===== src/rtl/idau_pkg.sv =====
package idau_pkg;
  typedef enum logic [1:0] {
    ACC_DIRECT   = 2'd0,
    ACC_INDIRECT = 2'd1,
    ACC_SELF     = 2'd2
  } acc_kind_e;
endpackage


===== src/rtl/idau_addr_mux.sv =====
module idau_addr_mux
  import idau_pkg::*;
#(
  parameter int OP_W   = 7,
  parameter int BANK_W = 2,
  parameter int PTR_W  = 8,
  localparam int ADDR_W = BANK_W + OP_W
) (
  input  logic [OP_W-1:0]   op,
  input  logic [BANK_W-1:0] bank,
  input  logic              ibank,
  input  logic [PTR_W-1:0]  ptr,
  output logic [ADDR_W-1:0] eff_addr,
  output acc_kind_e         kind
);
  logic is_ind;
  logic ptr_self;

  always_comb begin
    is_ind   = (op == '0);
    ptr_self = (ptr[OP_W-1:0] == '0);
    if (!is_ind) begin
      eff_addr = {bank, op};
      kind     = ACC_DIRECT;
    end else begin
      eff_addr = {ibank, ptr};
      kind     = ptr_self ? ACC_SELF : ACC_INDIRECT;
    end
  end

  always_comb begin
    if (kind == ACC_DIRECT)
      AST_DIRECT_NONZERO: assert (eff_addr[OP_W-1:0] != '0);
  end
endmodule


===== src/rtl/idau_guard.sv =====
module idau_guard
  import idau_pkg::*;
#(
  parameter int OP_W    = 7,
  parameter int DATA_W  = 8,
  parameter int PTR_W   = 8,
  parameter int PTR_LOC = 4
) (
  input  acc_kind_e         kind,
  input  logic [OP_W-1:0]   loc,
  input  logic              rd_en,
  input  logic              wr_en,
  input  logic [DATA_W-1:0] ram_rdata,
  input  logic [PTR_W-1:0]  ptr_q,
  output logic              ram_rd,
  output logic              ram_wr,
  output logic              ptr_we,
  output logic [DATA_W-1:0] rd_data
);
  logic is_self;
  logic is_ptr;
  logic to_ram;

  always_comb begin
    is_self = (kind == ACC_SELF);
    is_ptr  = !is_self && (loc == OP_W'(PTR_LOC));
    to_ram  = !is_self && !is_ptr;
    ram_rd  = rd_en && to_ram;
    ram_wr  = wr_en && to_ram;
    ptr_we  = wr_en && is_ptr;
    if (!rd_en || is_self)
      rd_data = '0;
    else if (is_ptr)
      rd_data = DATA_W'(ptr_q);
    else
      rd_data = ram_rdata;
  end

  always_comb begin
    if (is_self && rd_en)
      AST_SELF_READ_ZERO: assert (rd_data == '0 && !ram_rd);
    if (is_self && wr_en)
      AST_SELF_WRITE_DROP: assert (!ram_wr && !ptr_we);
  end
endmodule


===== src/rtl/idau_ptr_reg.sv =====
module idau_ptr_reg #(
  parameter int PTR_W = 8
) (
  input  logic             clk,
  input  logic             rst_n,
  input  logic             we,
  input  logic [PTR_W-1:0] d,
  output logic [PTR_W-1:0] q
);
  logic [PTR_W-1:0] q_nxt;

  always_comb begin
    q_nxt = q;
    if (we) q_nxt = d;
  end

  always_ff @(posedge clk or negedge rst_n) begin
    if (!rst_n) q <= '0;
    else        q <= q_nxt;
  end

  AST_PTR_LOAD: assert property (@(posedge clk) disable iff (!rst_n)
    we |=> q == $past(d));
  AST_PTR_HOLD: assert property (@(posedge clk) disable iff (!rst_n)
    !we |=> $stable(q));
endmodule


===== src/rtl/idau_core.sv =====
module idau_core
  import idau_pkg::*;
#(
  parameter int OP_W    = 7,
  parameter int BANK_W  = 2,
  parameter int PTR_W   = 8,
  parameter int DATA_W  = 8,
  parameter int PTR_LOC = 4,
  localparam int ADDR_W = BANK_W + OP_W
) (
  input  logic              clk,
  input  logic              rst_n,
  input  logic [OP_W-1:0]   op_addr,
  input  logic [BANK_W-1:0] dir_bank,
  input  logic              ind_bank,
  input  logic              rd_en,
  input  logic              wr_en,
  input  logic [DATA_W-1:0] wr_data,
  input  logic [DATA_W-1:0] ram_rdata,
  output logic [ADDR_W-1:0] ram_addr,
  output logic              ram_rd,
  output logic              ram_wr,
  output logic [DATA_W-1:0] ram_wdata,
  output logic [DATA_W-1:0] rd_data,
  output logic [PTR_W-1:0]  ptr_out
);
  acc_kind_e        kind;
  logic             ptr_we;
  logic [PTR_W-1:0] ptr_q;

  idau_addr_mux #(.OP_W(OP_W), .BANK_W(BANK_W), .PTR_W(PTR_W)) u_mux (
    .op(op_addr), .bank(dir_bank), .ibank(ind_bank), .ptr(ptr_q),
    .eff_addr(ram_addr), .kind(kind)
  );

  idau_guard #(.OP_W(OP_W), .DATA_W(DATA_W), .PTR_W(PTR_W), .PTR_LOC(PTR_LOC)) u_guard (
    .kind(kind), .loc(ram_addr[OP_W-1:0]), .rd_en(rd_en), .wr_en(wr_en),
    .ram_rdata(ram_rdata), .ptr_q(ptr_q), .ram_rd(ram_rd), .ram_wr(ram_wr),
    .ptr_we(ptr_we), .rd_data(rd_data)
  );

  idau_ptr_reg #(.PTR_W(PTR_W)) u_ptr (
    .clk(clk), .rst_n(rst_n), .we(ptr_we), .d(PTR_W'(wr_data)), .q(ptr_q)
  );

  assign ram_wdata = wr_data;
  assign ptr_out   = ptr_q;

  AST_RAM_WR_NOT_VIRT: assert property (@(posedge clk) disable iff (!rst_n)
    ram_wr |-> ram_addr[OP_W-1:0] != '0);
  AST_IND_ADDR: assert property (@(posedge clk) disable iff (!rst_n)
    (op_addr == '0) |-> ram_addr == {ind_bank, ptr_out});
  AST_IDLE_READ_ZERO: assert property (@(posedge clk) disable iff (!rst_n)
    !rd_en |-> rd_data == '0);
  AST_PTR_NO_RAM: assert property (@(posedge clk) disable iff (!rst_n)
    (ram_addr[OP_W-1:0] == OP_W'(PTR_LOC)) |-> !ram_rd && !ram_wr);
endmodule


===== config.mk =====
export PLATFORM = sky130hd
export DESIGN_NAME = idau_core
export DESIGN_NICKNAME = d
export VERILOG_FILES = /design/src/rtl/idau_pkg.sv /design/src/rtl/idau_addr_mux.sv /design/src/rtl/idau_guard.sv /design/src/rtl/idau_ptr_reg.sv /design/src/rtl/idau_core.sv
export SDC_FILE = /design/constraint.sdc
export NUM_CORES = 1
export LEC_CHECK = 0
export BUFFER_PORTS_ARGS = -buffer_cell sky130_fd_sc_hd__buf_2
export CORE_UTILIZATION = 37
export CTS_CLUSTER_SIZE = 12
export DETAILED_ROUTE_END_ITERATION = 7
export PLACE_DENSITY = 0.79
export RECOVER_POWER = 50
export SYNTH_ARGS = -nofsm -noshare
export SYNTH_HDL_FRONTEND = slang
export SYNTH_SLANG_ARGS = --single-unit

===== constraint.sdc =====
create_clock -name clk -period 2.1 [get_ports clk]
set_input_delay 0.105 -clock clk [delete_from_list [all_inputs] [get_ports clk]]
set_output_delay 0.105 -clock clk [all_outputs]
set_load 0.05 [all_outputs]

==> flow_metrics.env <==
export IMPL_finalHoldViolCount=0
export IMPL_grt_overflow=0
export IMPL_ys_ff_latch=8
export IMPL_vias=870
export IMPL_worstMarginPinSlew_ps=597
export IMPL_worst_setup_path_type="register to primary output"
export IMPL_num_antenna_cells=0
export IMPL_reg_top3="u_ptr.q x8"
export IMPL_synth_nets=108
export IMPL_pre_cts_ws_ps=195
export IMPL_io_pins=65
export IMPL_fp_dieArea_sq_um=2170
export IMPL_start_util_pct=40.8
export IMPL_min_period_over_period_pct=94.5
export IMPL_gp_congestion=0.747
export IMPL_grt_usage_pct=21.8
export IMPL_critPathMaxStageDelay_ps=440
export IMPL_antenna_left=0
export IMPL_fmax_mhz=504
export IMPL_cts_buffer_depth=2
export IMPL_finalPower_mw=0.618
export IMPL_slowest_stage="dfrtp_2"
export IMPL_clk_pin_slew_worst_paths_ps=50
export IMPL_top_layer_used="met4"
export IMPL_largest_register="u_ptr.q"
export IMPL_port_buffers=64
export IMPL_wl_um=2200
export IMPL_relSlewSlack_pct=60.4
export IMPL_h_tree_depth=1
export IMPL_synthArstFlopShare_pct=100
export IMPL_crit_chain="nor4_4 > a31o_1 > buf_4 > nand3_1 > a21oi_2 > buf_4"
export IMPL_row_count=15
export IMPL_regArea_sq_um=203
export IMPL_cts_tree="done"
export IMPL_yosys_cell_types_count=25
export IMPL_vias_per_cell=5.30
export IMPL_drtIter0Drc=7
export IMPL_path_common_cell="buf_4"
export IMPL_wl_met2_um=1090
export IMPL_max_cap_violations=0
export IMPL_post_route_drc_count=0
export IMPL_first_global_vias=742
export IMPL_nets=171
export IMPL_crit_fanout=9
export IMPL_grt_first_pass_wirelength_um=3220
export IMPL_slew_viol_final=0
export IMPL_setup_ws_ps=116
export IMPL_cp_arrival_ps=1880
export IMPL_cp_end_kind="primary output"
export IMPL_routedWlPerCell_um=13.4
export IMPL_largest_reg_flops=8
export IMPL_die_w_um=46.6
export IMPL_leakagePower_nw=0.549
export IMPL_avgSynthCellArea_sq_um=9.43
export IMPL_first_pass_iters=4
export IMPL_cts_root_buf="clkbuf_4"
export IMPL_pwr_density_cell_nw_per_um2=551
export IMPL_cts_sinks=8
export IMPL_wl_met3_um=167
export IMPL_fp_coreArea_sq_um=1800
export IMPL_met1_length_um=910
export IMPL_setup_viol=0
export IMPL_nFillCells=174
export IMPL_synth_seq_area_share_pct=27.2
export IMPL_cts_buffers=3
export IMPL_ys_warn_count=0
export IMPL_vdd_drop_max_mv=0.443
export IMPL_start_kind="register"
export IMPL_multi_input_area_sq_um=480
export IMPL_min_period_ps=1980
export IMPL_drive_gt1_share_pct=60.4
export IMPL_status="finished, final reports clean"
export IMPL_syn_cell_area_sq_um=736
export IMPL_insertion_delay_ps=250
export IMPL_setup_tns_ps=0
export IMPL_synth_edff_count=0
export IMPL_hpwl_um=1740
export IMPL_skew_ps=3.38
export IMPL_postSynthCellCount=78
export IMPL_hp_class="input port to register"
export IMPL_grt_start_max_net_pins=11
export IMPL_syn_to_final_growth_pct=52.4
export IMPL_fp_dieH_um=46.6
export IMPL_synthFlopType="dfrtp_1"
export IMPL_grt_antenna_before_repair=0
export IMPL_worstPathRequired_ps=2000
per-layer routing:
layer	up-vias	track usage, %
li1	408	-
met1	404	26.9
met2	54	34.7
met3	4	4.71
met4	0	12.4
met5	-	0
what timing repair did:
action | 4_1_cts | 5_1_grt
hold endpoints to repair | 8 | 0
setup endpoints to repair | 1 | 8
gates resized for setup | 1 | 19
pin swaps | 0 | 2
hold buffers | 1 | 0
setup buffers | 0 | 2
where the power goes:
| part | internal, mW | switching [mW] |
|---|---|---|
| registers | 0.168 | 0.0248 |
| clock network | 0.0651 | 0.0490 |
| logic | 0.0968 | 0.215 |
| total | 0.330 | 0.288 |
path summary, 6_finish.rpt:
check / from / to / depth (start not counted) / slack, ps
max: u_ptr.q[0]$_DFFE_PN0P_ / rd_data[0] / 6 / 120
min: wr_data[7] / u_ptr.q[7]$_DFFE_PN0P_ / 2 / 90
max reg2reg: u_ptr.q[0]$_DFFE_PN0P_ / u_ptr.q[6]$_DFFE_PN0P_ / 5 / 300
min reg2reg: u_ptr.q[7]$_DFFE_PN0P_ / u_ptr.q[7]$_DFFE_PN0P_ / 1 / 580
max in group asynchronous: rst_n / u_ptr.q[0]$_DFFE_PN0P_ / 2 / 1510
min in group asynchronous: rst_n / u_ptr.q[2]$_DFFE_PN0P_ / 2 / 280
cell usage in the layout (no fill, tap or decap):
| master | Yosys | routed |
|---|---|---|
| mux2_4 | 8 | 8 |
| dfrtp_2 | 0 | 2 |
| o21a_1 | 1 | 1 |
| or3_1 | 1 | 1 |
| and3_1 | 1 | 1 |
| dfrtp_1 | 8 | 6 |
| or2_2 | 1 | 1 |
| nand3_1 | 8 | 8 |
| clkbuf_1 | 0 | 15 |
| a21oi_2 | 0 | 8 |
| clkbuf_4 | 0 | 4 |
| buf_2 | 1 | 41 |
| inv_1 | 1 | 1 |
| buf_4 | 10 | 12 |
| dlygate4sd3_1 | 0 | 1 |
| o21ai_0 | 8 | 8 |
| a21oi_1 | 10 | 2 |
| a21o_1 | 6 | 6 |
| buf_6 | 1 | 1 |
| a31o_2 | 1 | 1 |
| mux2_2 | 2 | 2 |
| nor4_4 | 1 | 2 |
| a31oi_2 | 0 | 1 |
| or4_4 | 1 | 1 |
| nor4b_1 | 1 | 1 |
| nor3_1 | 2 | 2 |
| nor2_1 | 1 | 1 |
| a31o_1 | 1 | 1 |
cell type report:
class,count,area share (%)
inverter,1,0.335
multi-input combinational,56,42.9
timing repair buffer,71,33.9
clock buffer,3,2.01
sequential,8,18.1
tap,25,2.79
cells by family after synthesis:
group | synth area share [%]
AOI/OAI and AO/OA | 22.6
and+or+nand+nor | 17.2
buffers and inverters | 13.6
muxes | 19.4
DFF | 27.2
cell usage after synthesis (all sizes together), types with 2 or more instances:
cell | count | area [sq um]
dfrtp | 8 | 200
mux2 | 10 | 143
a21oi | 10 | 50.1
nor4 | 2 | 33.8
nand3 | 8 | 40.0
o21ai | 8 | 40.0
nor3 | 2 | 10.0
buf | 12 | 91.3
a21o | 6 | 45.0
a31o | 2 | 17.5
critical path: cells and delay by family (launching register included):
kind | cells | cell delay [ps]
buffers and inverters | 2 | 370
AND/OR/NAND/NOR | 2 | 470
flip-flops | 1 | 440
AO/OA/AOI/OAI | 2 | 350
metrics by stage:
stage	cell area [sq um]	hold slack (ps)	util, %	cells
floorplan	766	-191	-	78
global route	1120	84.0	62.2	164
detailed placement	1050	-49.7	58.3	158
global placement	1050	-52.2	58.3	158
finish	1120	94.8	62.2	164
CTS	1090	86.3	60.6	162
Note: power is estimated with default switching activity, not from simulation.
